`src/rtl/csp_pkg.sv`:
```
package csp_pkg;
  typedef enum logic [1:0] {
    SEL_COMM  = 2'd0,
    SEL_SETUP = 2'd1,
    SEL_CLOCK = 2'd2,
    SEL_DATA  = 2'd3
  } reg_sel_e;

  typedef enum logic [1:0] {
    PH_CMD = 2'd0,
    PH_WR  = 2'd1,
    PH_RD  = 2'd2
  } phase_e;

  localparam int SEL_HI     = 5;
  localparam int SEL_LO     = 4;
  localparam int RD_BIT     = 3;
  localparam int CLKOFF_BIT = 4;
  localparam int RATE_W     = 3;
endpackage

```
`src/rtl/csp_sync_edge.sv`:
```
module csp_sync_edge #(
  parameter int STAGES = 2
) (
  input  logic clk,
  input  logic rst_n,
  input  logic sclk,
  input  logic cs_n,
  output logic sclk_rise,
  output logic sclk_fall,
  output logic cs_idle
);
  logic [STAGES-1:0] sclk_sr, cs_sr;
  logic              sclk_prev;

  always_ff @(posedge clk or negedge rst_n) begin
    if (!rst_n) begin
      sclk_sr   <= '1;
      cs_sr     <= '1;
      sclk_prev <= 1'b1;
    end else begin
      sclk_sr   <= {sclk_sr[STAGES-2:0], sclk};
      cs_sr     <= {cs_sr[STAGES-2:0], cs_n};
      sclk_prev <= sclk_sr[STAGES-1];
    end
  end

  assign cs_idle   = cs_sr[STAGES-1];
  assign sclk_rise = !cs_idle &&  sclk_sr[STAGES-1] && !sclk_prev;
  assign sclk_fall = !cs_idle && !sclk_sr[STAGES-1] &&  sclk_prev;
endmodule

```
`src/rtl/csp_shifter.sv`:
```
module csp_shifter
  import csp_pkg::*;
#(
  parameter int DATA_W = 16,
  parameter int REG_W  = 8
) (
  input  logic              clk,
  input  logic              rst_n,
  input  logic              sclk_rise,
  input  logic              sclk_fall,
  input  logic              cs_idle,
  input  logic              din,
  input  logic [DATA_W-1:0] data_word,
  output logic              dout,
  output logic [REG_W-1:0]  setup_q,
  output logic [REG_W-1:0]  clk_reg,
  output logic              wr_stb,
  output logic [1:0]        wr_sel,
  output logic              rd_done
);
  localparam int CNT_W = $clog2(DATA_W + 1);
  localparam int PAD_W = DATA_W - REG_W;

  phase_e             phase_q, phase_n;
  logic [CNT_W-1:0]   cnt_q, cnt_n;
  logic [REG_W-2:0]   isr_q, isr_n;
  logic [DATA_W-1:0]  osr_q, osr_n;
  logic               dout_q, dout_n;
  logic               fresh_q, fresh_n;
  logic [REG_W-1:0]   comm_q, comm_n, setup_n, clkr_q, clkr_n;
  logic [REG_W-1:0]   shifted;
  logic [DATA_W-1:0]  rd_word;
  logic [CNT_W-1:0]   rd_last;
  reg_sel_e           sel;

  assign sel     = reg_sel_e'(comm_q[SEL_HI:SEL_LO]);
  assign shifted = {isr_q, din};
  assign rd_last = (sel == SEL_DATA) ? CNT_W'(DATA_W - 1) : CNT_W'(REG_W - 1);

  always_comb begin
    case (sel)
      SEL_COMM:  rd_word = DATA_W'(comm_q)  << PAD_W;
      SEL_SETUP: rd_word = DATA_W'(setup_q) << PAD_W;
      SEL_CLOCK: rd_word = DATA_W'(clkr_q)  << PAD_W;
      default:   rd_word = data_word;
    endcase
  end

  always_comb begin
    phase_n = phase_q;
    cnt_n   = cnt_q;
    isr_n   = isr_q;
    osr_n   = osr_q;
    dout_n  = dout_q;
    fresh_n = fresh_q;
    comm_n  = comm_q;
    setup_n = setup_q;
    clkr_n  = clkr_q;
    wr_stb  = 1'b0;
    rd_done = 1'b0;
    if (cs_idle) begin
      phase_n = PH_CMD;
      cnt_n   = '0;
    end else if (sclk_fall && phase_q == PH_RD) begin
      if (fresh_q) begin
        dout_n  = rd_word[DATA_W-1];
        osr_n   = rd_word << 1;
        fresh_n = 1'b0;
      end else begin
        dout_n = osr_q[DATA_W-1];
        osr_n  = osr_q << 1;
      end
    end else if (sclk_rise) begin
      if (phase_q == PH_RD) begin
        cnt_n = cnt_q + CNT_W'(1);
        if (cnt_q == rd_last) begin
          cnt_n   = '0;
          phase_n = PH_CMD;
          rd_done = (sel == SEL_DATA);
        end
      end else begin
        isr_n = shifted[REG_W-2:0];
        cnt_n = cnt_q + CNT_W'(1);
        if (cnt_q == CNT_W'(REG_W - 1)) begin
          cnt_n = '0;
          if (phase_q == PH_CMD) begin
            comm_n  = shifted;
            fresh_n = 1'b1;
            phase_n = shifted[RD_BIT] ? PH_RD : PH_WR;
          end else begin
            wr_stb  = 1'b1;
            phase_n = PH_CMD;
            case (sel)
              SEL_COMM:  comm_n  = shifted;
              SEL_SETUP: setup_n = shifted;
              SEL_CLOCK: clkr_n  = shifted;
              default:   ;
            endcase
          end
        end
      end
    end
  end

  always_ff @(posedge clk or negedge rst_n) begin
    if (!rst_n) begin
      phase_q <= PH_CMD;
      cnt_q   <= '0;
      isr_q   <= '0;
      osr_q   <= '0;
      dout_q  <= 1'b0;
      fresh_q <= 1'b0;
      comm_q  <= '0;
      setup_q <= '0;
      clkr_q  <= '0;
    end else begin
      phase_q <= phase_n;
      cnt_q   <= cnt_n;
      isr_q   <= isr_n;
      osr_q   <= osr_n;
      dout_q  <= dout_n;
      fresh_q <= fresh_n;
      comm_q  <= comm_n;
      setup_q <= setup_n;
      clkr_q  <= clkr_n;
    end
  end

  assign dout    = dout_q;
  assign clk_reg = clkr_q;
  assign wr_sel  = comm_q[SEL_HI:SEL_LO];
endmodule

```
`src/rtl/csp_ready_ctrl.sv`:
```
module csp_ready_ctrl #(
  parameter int DATA_W       = 16,
  parameter int BLANK_CYCLES = 500
) (
  input  logic              clk,
  input  logic              rst_n,
  input  logic              upd_stb,
  input  logic [DATA_W-1:0] result,
  input  logic              cal_done,
  input  logic              rd_done,
  output logic              drdy_n,
  output logic [DATA_W-1:0] data_q,
  output logic              load_ev,
  output logic              blank_act
);
  localparam int BW = $clog2(BLANK_CYCLES + 1);

  logic              drdy_q, drdy_d;
  logic              blank_q, blank_d;
  logic [BW-1:0]     bcnt_q, bcnt_d;
  logic [DATA_W-1:0] pend_q, pend_d, data_d;
  logic              blank_go;

  always_comb begin
    load_ev  = 1'b0;
    blank_go = 1'b0;
    blank_d  = blank_q;
    bcnt_d   = bcnt_q;
    pend_d   = upd_stb ? result : pend_q;
    data_d   = data_q;
    if (blank_q) begin
      if (bcnt_q == '0) begin
        load_ev = 1'b1;
        data_d  = upd_stb ? result : pend_q;
        blank_d = 1'b0;
      end else begin
        bcnt_d = bcnt_q - BW'(1);
      end
    end else if (upd_stb) begin
      if (!drdy_q) begin
        blank_go = 1'b1;
        blank_d  = 1'b1;
        bcnt_d   = BW'(BLANK_CYCLES - 1);
      end else begin
        load_ev = 1'b1;
        data_d  = result;
      end
    end
    if (load_ev)                  drdy_d = 1'b0;
    else if (blank_go || blank_q) drdy_d = 1'b1;
    else if (rd_done)             drdy_d = 1'b1;
    else if (cal_done)            drdy_d = 1'b0;
    else                          drdy_d = drdy_q;
  end

  always_ff @(posedge clk or negedge rst_n) begin
    if (!rst_n) begin
      drdy_q  <= 1'b1;
      blank_q <= 1'b0;
      bcnt_q  <= '0;
      pend_q  <= '0;
      data_q  <= '0;
    end else begin
      drdy_q  <= drdy_d;
      blank_q <= blank_d;
      bcnt_q  <= bcnt_d;
      pend_q  <= pend_d;
      data_q  <= data_d;
    end
  end

  assign drdy_n    = drdy_q;
  assign blank_act = blank_q;
endmodule

```
`src/rtl/conv_serial_port.sv`:
```
module conv_serial_port
  import csp_pkg::*;
#(
  parameter int DATA_W       = 16,
  parameter int REG_W        = 8,
  parameter int BLANK_CYCLES = 500,
  parameter int SYNC_STAGES  = 2
) (
  input  logic              clk,
  input  logic              rst_n,
  input  logic              sclk,
  input  logic              cs_n,
  input  logic              din,
  output logic              dout,
  output logic              drdy_n,
  input  logic [DATA_W-1:0] result,
  input  logic              result_stb,
  input  logic              cal_done,
  output logic [REG_W-1:0]  setup_cfg,
  output logic              clk_out_off,
  output logic [2:0]        rate_sel
);
  logic [1:0]        rst_sr;
  logic              rst_int;
  logic              sclk_rise, sclk_fall, cs_idle;
  logic [DATA_W-1:0] data_q;
  logic [REG_W-1:0]  clk_reg;
  logic              wr_stb, rd_done, load_ev, blank_act;
  logic [1:0]        wr_sel;

  always_ff @(posedge clk or negedge rst_n) begin
    if (!rst_n) rst_sr <= 2'b00;
    else        rst_sr <= {rst_sr[0], 1'b1};
  end
  assign rst_int = rst_sr[1];

  csp_sync_edge #(.STAGES(SYNC_STAGES)) u_sync (
    .clk(clk), .rst_n(rst_int), .sclk(sclk), .cs_n(cs_n),
    .sclk_rise(sclk_rise), .sclk_fall(sclk_fall), .cs_idle(cs_idle)
  );

  csp_shifter #(.DATA_W(DATA_W), .REG_W(REG_W)) u_shift (
    .clk(clk), .rst_n(rst_int), .sclk_rise(sclk_rise), .sclk_fall(sclk_fall),
    .cs_idle(cs_idle), .din(din), .data_word(data_q), .dout(dout),
    .setup_q(setup_cfg), .clk_reg(clk_reg), .wr_stb(wr_stb),
    .wr_sel(wr_sel), .rd_done(rd_done)
  );

  csp_ready_ctrl #(.DATA_W(DATA_W), .BLANK_CYCLES(BLANK_CYCLES)) u_rdy (
    .clk(clk), .rst_n(rst_int), .upd_stb(result_stb), .result(result),
    .cal_done(cal_done), .rd_done(rd_done), .drdy_n(drdy_n),
    .data_q(data_q), .load_ev(load_ev), .blank_act(blank_act)
  );

  assign clk_out_off = clk_reg[CLKOFF_BIT];
  assign rate_sel    = clk_reg[RATE_W-1:0];
endmodule

```
`config.mk`:
```
export PLATFORM = sky130hd
export DESIGN_NAME = conv_serial_port
export DESIGN_NICKNAME = d
export VERILOG_FILES = /design/src/rtl/csp_pkg.sv /design/src/rtl/csp_sync_edge.sv /design/src/rtl/csp_shifter.sv /design/src/rtl/csp_ready_ctrl.sv /design/src/rtl/conv_serial_port.sv
export SDC_FILE = /design/constraint.sdc
export NUM_CORES = 1
export LEC_CHECK = 0
export BUFFER_PORTS_ARGS = -buffer_cell sky130_fd_sc_hd__buf_2
export CORE_UTILIZATION = 46
export CTS_CLUSTER_DIAMETER = 60
export DETAILED_ROUTE_END_ITERATION = 12
export SYNTH_ARGS = -nofsm -noshare
export SYNTH_HDL_FRONTEND = slang
export SYNTH_SLANG_ARGS = --single-unit
```
`constraint.sdc`:
```
create_clock -name clk -period 3.9 [get_ports clk]
set_input_delay 0.39 -clock clk [delete_from_list [all_inputs] [get_ports clk]]
set_output_delay 0.39 -clock clk [all_outputs]
set_load 0.01 [all_outputs]
```
==> results.ini <==
[yosys]
synth_edf_count = 0
synth_area_per_cell_um2 = 12.2
synth_top_family_by_area = multiplexers
synthSimpleGateAreaFrac_pct = 15.8
ys.flop_type = dfrtp_1
async_reset_ff_share_pct = 100
netlist_area_um2 = 4780
muxShareOfSynthArea_pct = 16.7
synth-seq-cells = 105
synth.net_count = 416
syn_inst = 391
synth_xor_area_share_pct = 0.733
ys_warn_count = 0
yosysSeqAreaShare_pct = 55.1
synth_fa_ha_area_share_pct = 0.523
synth-compound-area-share_pct = 7.48
ys_types = 50

[floorplanning]
fp.dieW_um = 104
core-area_um2 = 9910
ios = 37
die_h_um = 104
die_area_um2 = 10800
std_cell_rows = 36
start_util_pct = 48.2

[clocking]
clock-sinks = 105
cts_setup_buffers = 0
h-tree-depth = 3
numCtsBuffers = 9
clockRootBuffer = clkbuf_8
cts_tree = yes
cts_resized = 0
clockBufferDepth = 2
worstSkewPairLatency_ns = 0.37
clkTransAtPathRegs_ns = 0.11

[timing]
tightestPinTransition_ns = 1.02
slew_violations = 0
clock_skew_ns = 0.0140
slew_headroom_pct = 30.8
rsz0062_at_grt = no
final.min_clock_period_ns = 2.35
setup_violations = 0
min_period_over_period_pct = 60.1
hold_ws_ns = 0.109
final.setup.tns_ns = 0
hold_viol_final = 0
max_freq_mhz = 426

[layout]
drive_gt1_share_pct = 31.3
final.fill_count = 901
nets = 445
num_antenna_cells = 0
stdcell_count = 558
syn_to_final_growth_pct = 10.4
final_common_cell = dfrtp_1
reg_top3 = u_rdy.data_q (16), u_rdy.pend_q (16), u_shift.osr_q (15)
final_cell_mix = dfrtp_1, mux2_2, nand2_1

[critical_path]
path_cells = ha_1 -> nor4bb_2 -> nand4_4 -> mux2_1
crit_type = flop to flop
arrival_ns = 2.61
critPathSlowestCell = nor4bb_2
slowest_delay_ns = 0.91
end_kind = flop
cp_max_fo = 8
required_ns = 4.17
start_kind = flop
crit_family = simple AND/OR/NAND/NOR gates
cp.buffers_inverters = 0

[placed_design]
routabilityCongestion = 0.769
dp_cells = 541
dp_hpwl_um = 6410
io_buffers = 36

[detailed_routing]
drc = 0
drt-vias-per-instance = 5.53
drtPass1Iterations = 4
drt_wl_total_um = 9390
drt_iter0_drc = 97
vias = 3085
ant_nets = 0
post_drt_wl_per_cell_um = 16.8

[global_route]
grt_pass1_wl_um = 16200
gr-total-overflow = 0
grt_pass1_vias = 3115
grtUsageTotal_pct = 19.1
grt_max_degree = 82
antenna_found_initial = 0

[pwr]
powerDensity_nw_per_um2 = 499
leakagePower_nw = 2.34
ir_worst_vdd_mv = 0.261

[run_status]
outcome = complete, no violations

[hold_path]
hold_path_class = input pin to flop

[flow_run]
cap_viol_max_count = 0

final timing paths:
| kind | from | to | slack (ns) | cells past startpoint |
|---|---|---|---|---|
| worst min-delay path | sclk | u_sync.sclk_sr[0]$_DFF_PN1_ | 0.11 | 1 |
| max in group asynchronous | rst_sr[1]$_DFF_PN0_ | u_sync.sclk_prev$_DFF_PN1_ | 2.42 | 1 |
| worst max register to register | u_shift.cnt_q[0]$_DFFE_PN0P_ | u_shift.comm_q[3]$_DFFE_PN0P_ | 1.55 | 4 |
| worst max-delay path | u_shift.cnt_q[0]$_DFFE_PN0P_ | u_shift.comm_q[3]$_DFFE_PN0P_ | 1.55 | 4 |
| min in group asynchronous | rst_n | rst_sr[1]$_DFF_PN0_ | 0.30 | 2 |
| worst min register to register | rst_sr[0]$_DFF_PN0_ | rst_sr[1]$_DFF_PN0_ | 0.36 | 0 |
cell usage after synthesis (2+ instances only):
| cell | instances | area (um2) |
|---|---|---|
| buf_2 | 9 | 45.0 |
| nand4b_1 | 3 | 26.3 |
| dfrtp_1 | 99 | 2480 |
| mux2i_1 | 10 | 100 |
| nor3_1 | 3 | 15.0 |
| mux2_2 | 43 | 484 |
| a21oi_2 | 11 | 96.3 |
| nor2_1 | 23 | 86.3 |
| and4b_1 | 2 | 20.0 |
| ha_1 | 2 | 25.0 |
| nand3_1 | 21 | 105 |
| mux2_1 | 7 | 78.8 |
| nand4_1 | 18 | 113 |
| a221oi_1 | 2 | 17.5 |
| o21ai_0 | 3 | 15.0 |
| o22ai_1 | 2 | 12.5 |
| nor4b_4 | 2 | 47.6 |
| inv_1 | 9 | 33.8 |
| buf_4 | 7 | 52.6 |
| clkbuf_1 | 5 | 18.8 |
| and3_1 | 2 | 12.5 |
| dfstp_2 | 6 | 158 |
| o21ai_1 | 6 | 30.0 |
| a31oi_1 | 2 | 12.5 |
| nor2b_1 | 5 | 31.3 |
| a22oi_1 | 7 | 52.6 |
| nand4_4 | 3 | 63.8 |
| a21oi_1 | 9 | 45.0 |
| mux4_2 | 6 | 135 |
| xor2_1 | 3 | 26.3 |
| nand2_1 | 42 | 158 |
per-layer routing:
layer | track usage (%) | wire [um] | vias up
li1 | - | - | 1454
met1 | 27.3 | 4490 | 1560
met2 | 29.5 | 4450 | 65
met3 | 4.20 | 371 | 6
met4 | 5.00 | 74 | 0
met5 | 0 | 0 | -
logic make-up (layout without fill, tap and decap cells):
kind of cell / after synthesis / after routing
multiplexers: 66 / 66
AO/OA/AOI/OAI: 49 / 49
adder cells (fa/ha/maj): 2 / 2
flip-flops: 105 / 105
AND/OR/NAND/NOR: 131 / 131
buffers and inverters: 33 / 67
XOR/XNOR: 4 / 4
other: 1 / 1
power breakdown:
part | total, mW | internal, mW | switching [mW]
registers | 1.48 | 1.27 | 0.208
logic | 0.380 | 0.179 | 0.201
clock network | 0.777 | 0.375 | 0.402
total | 2.63 | 1.82 | 0.810
through the flow:
step	total power, mW	area (um2)	worst slack (ns)	util [%]
floorplan	1.74	4780	0.769	-
global placement	1.87	5040	1.64	50.8
detailed placement	1.89	5040	1.54	50.8
CTS	2.68	5280	1.54	53.3
global route	2.79	5280	1.37	53.3
finish	2.63	5280	1.55	53.3
area by class of cell:
class	count	area (um2)	area share, %
clock buffer	9	124	2.35
timing repair buffer	41	220	4.17
clock inverter	7	108	2.04
tap	133	166	3.15
sequential	105	2640	50.0
inverter	10	37.5	0.711
multi-input combinational	253	1980	37.6
repair_timing:
| item | 4_1_cts | 5_1_grt |
|---|---|---|
| setup endpoints to repair | 0 | 0 |
| hold buffers | 1 | 0 |
| endpoints found under the hold margin | 2 | 0 |
Note: power is estimated with default switching activity, not from simulation.
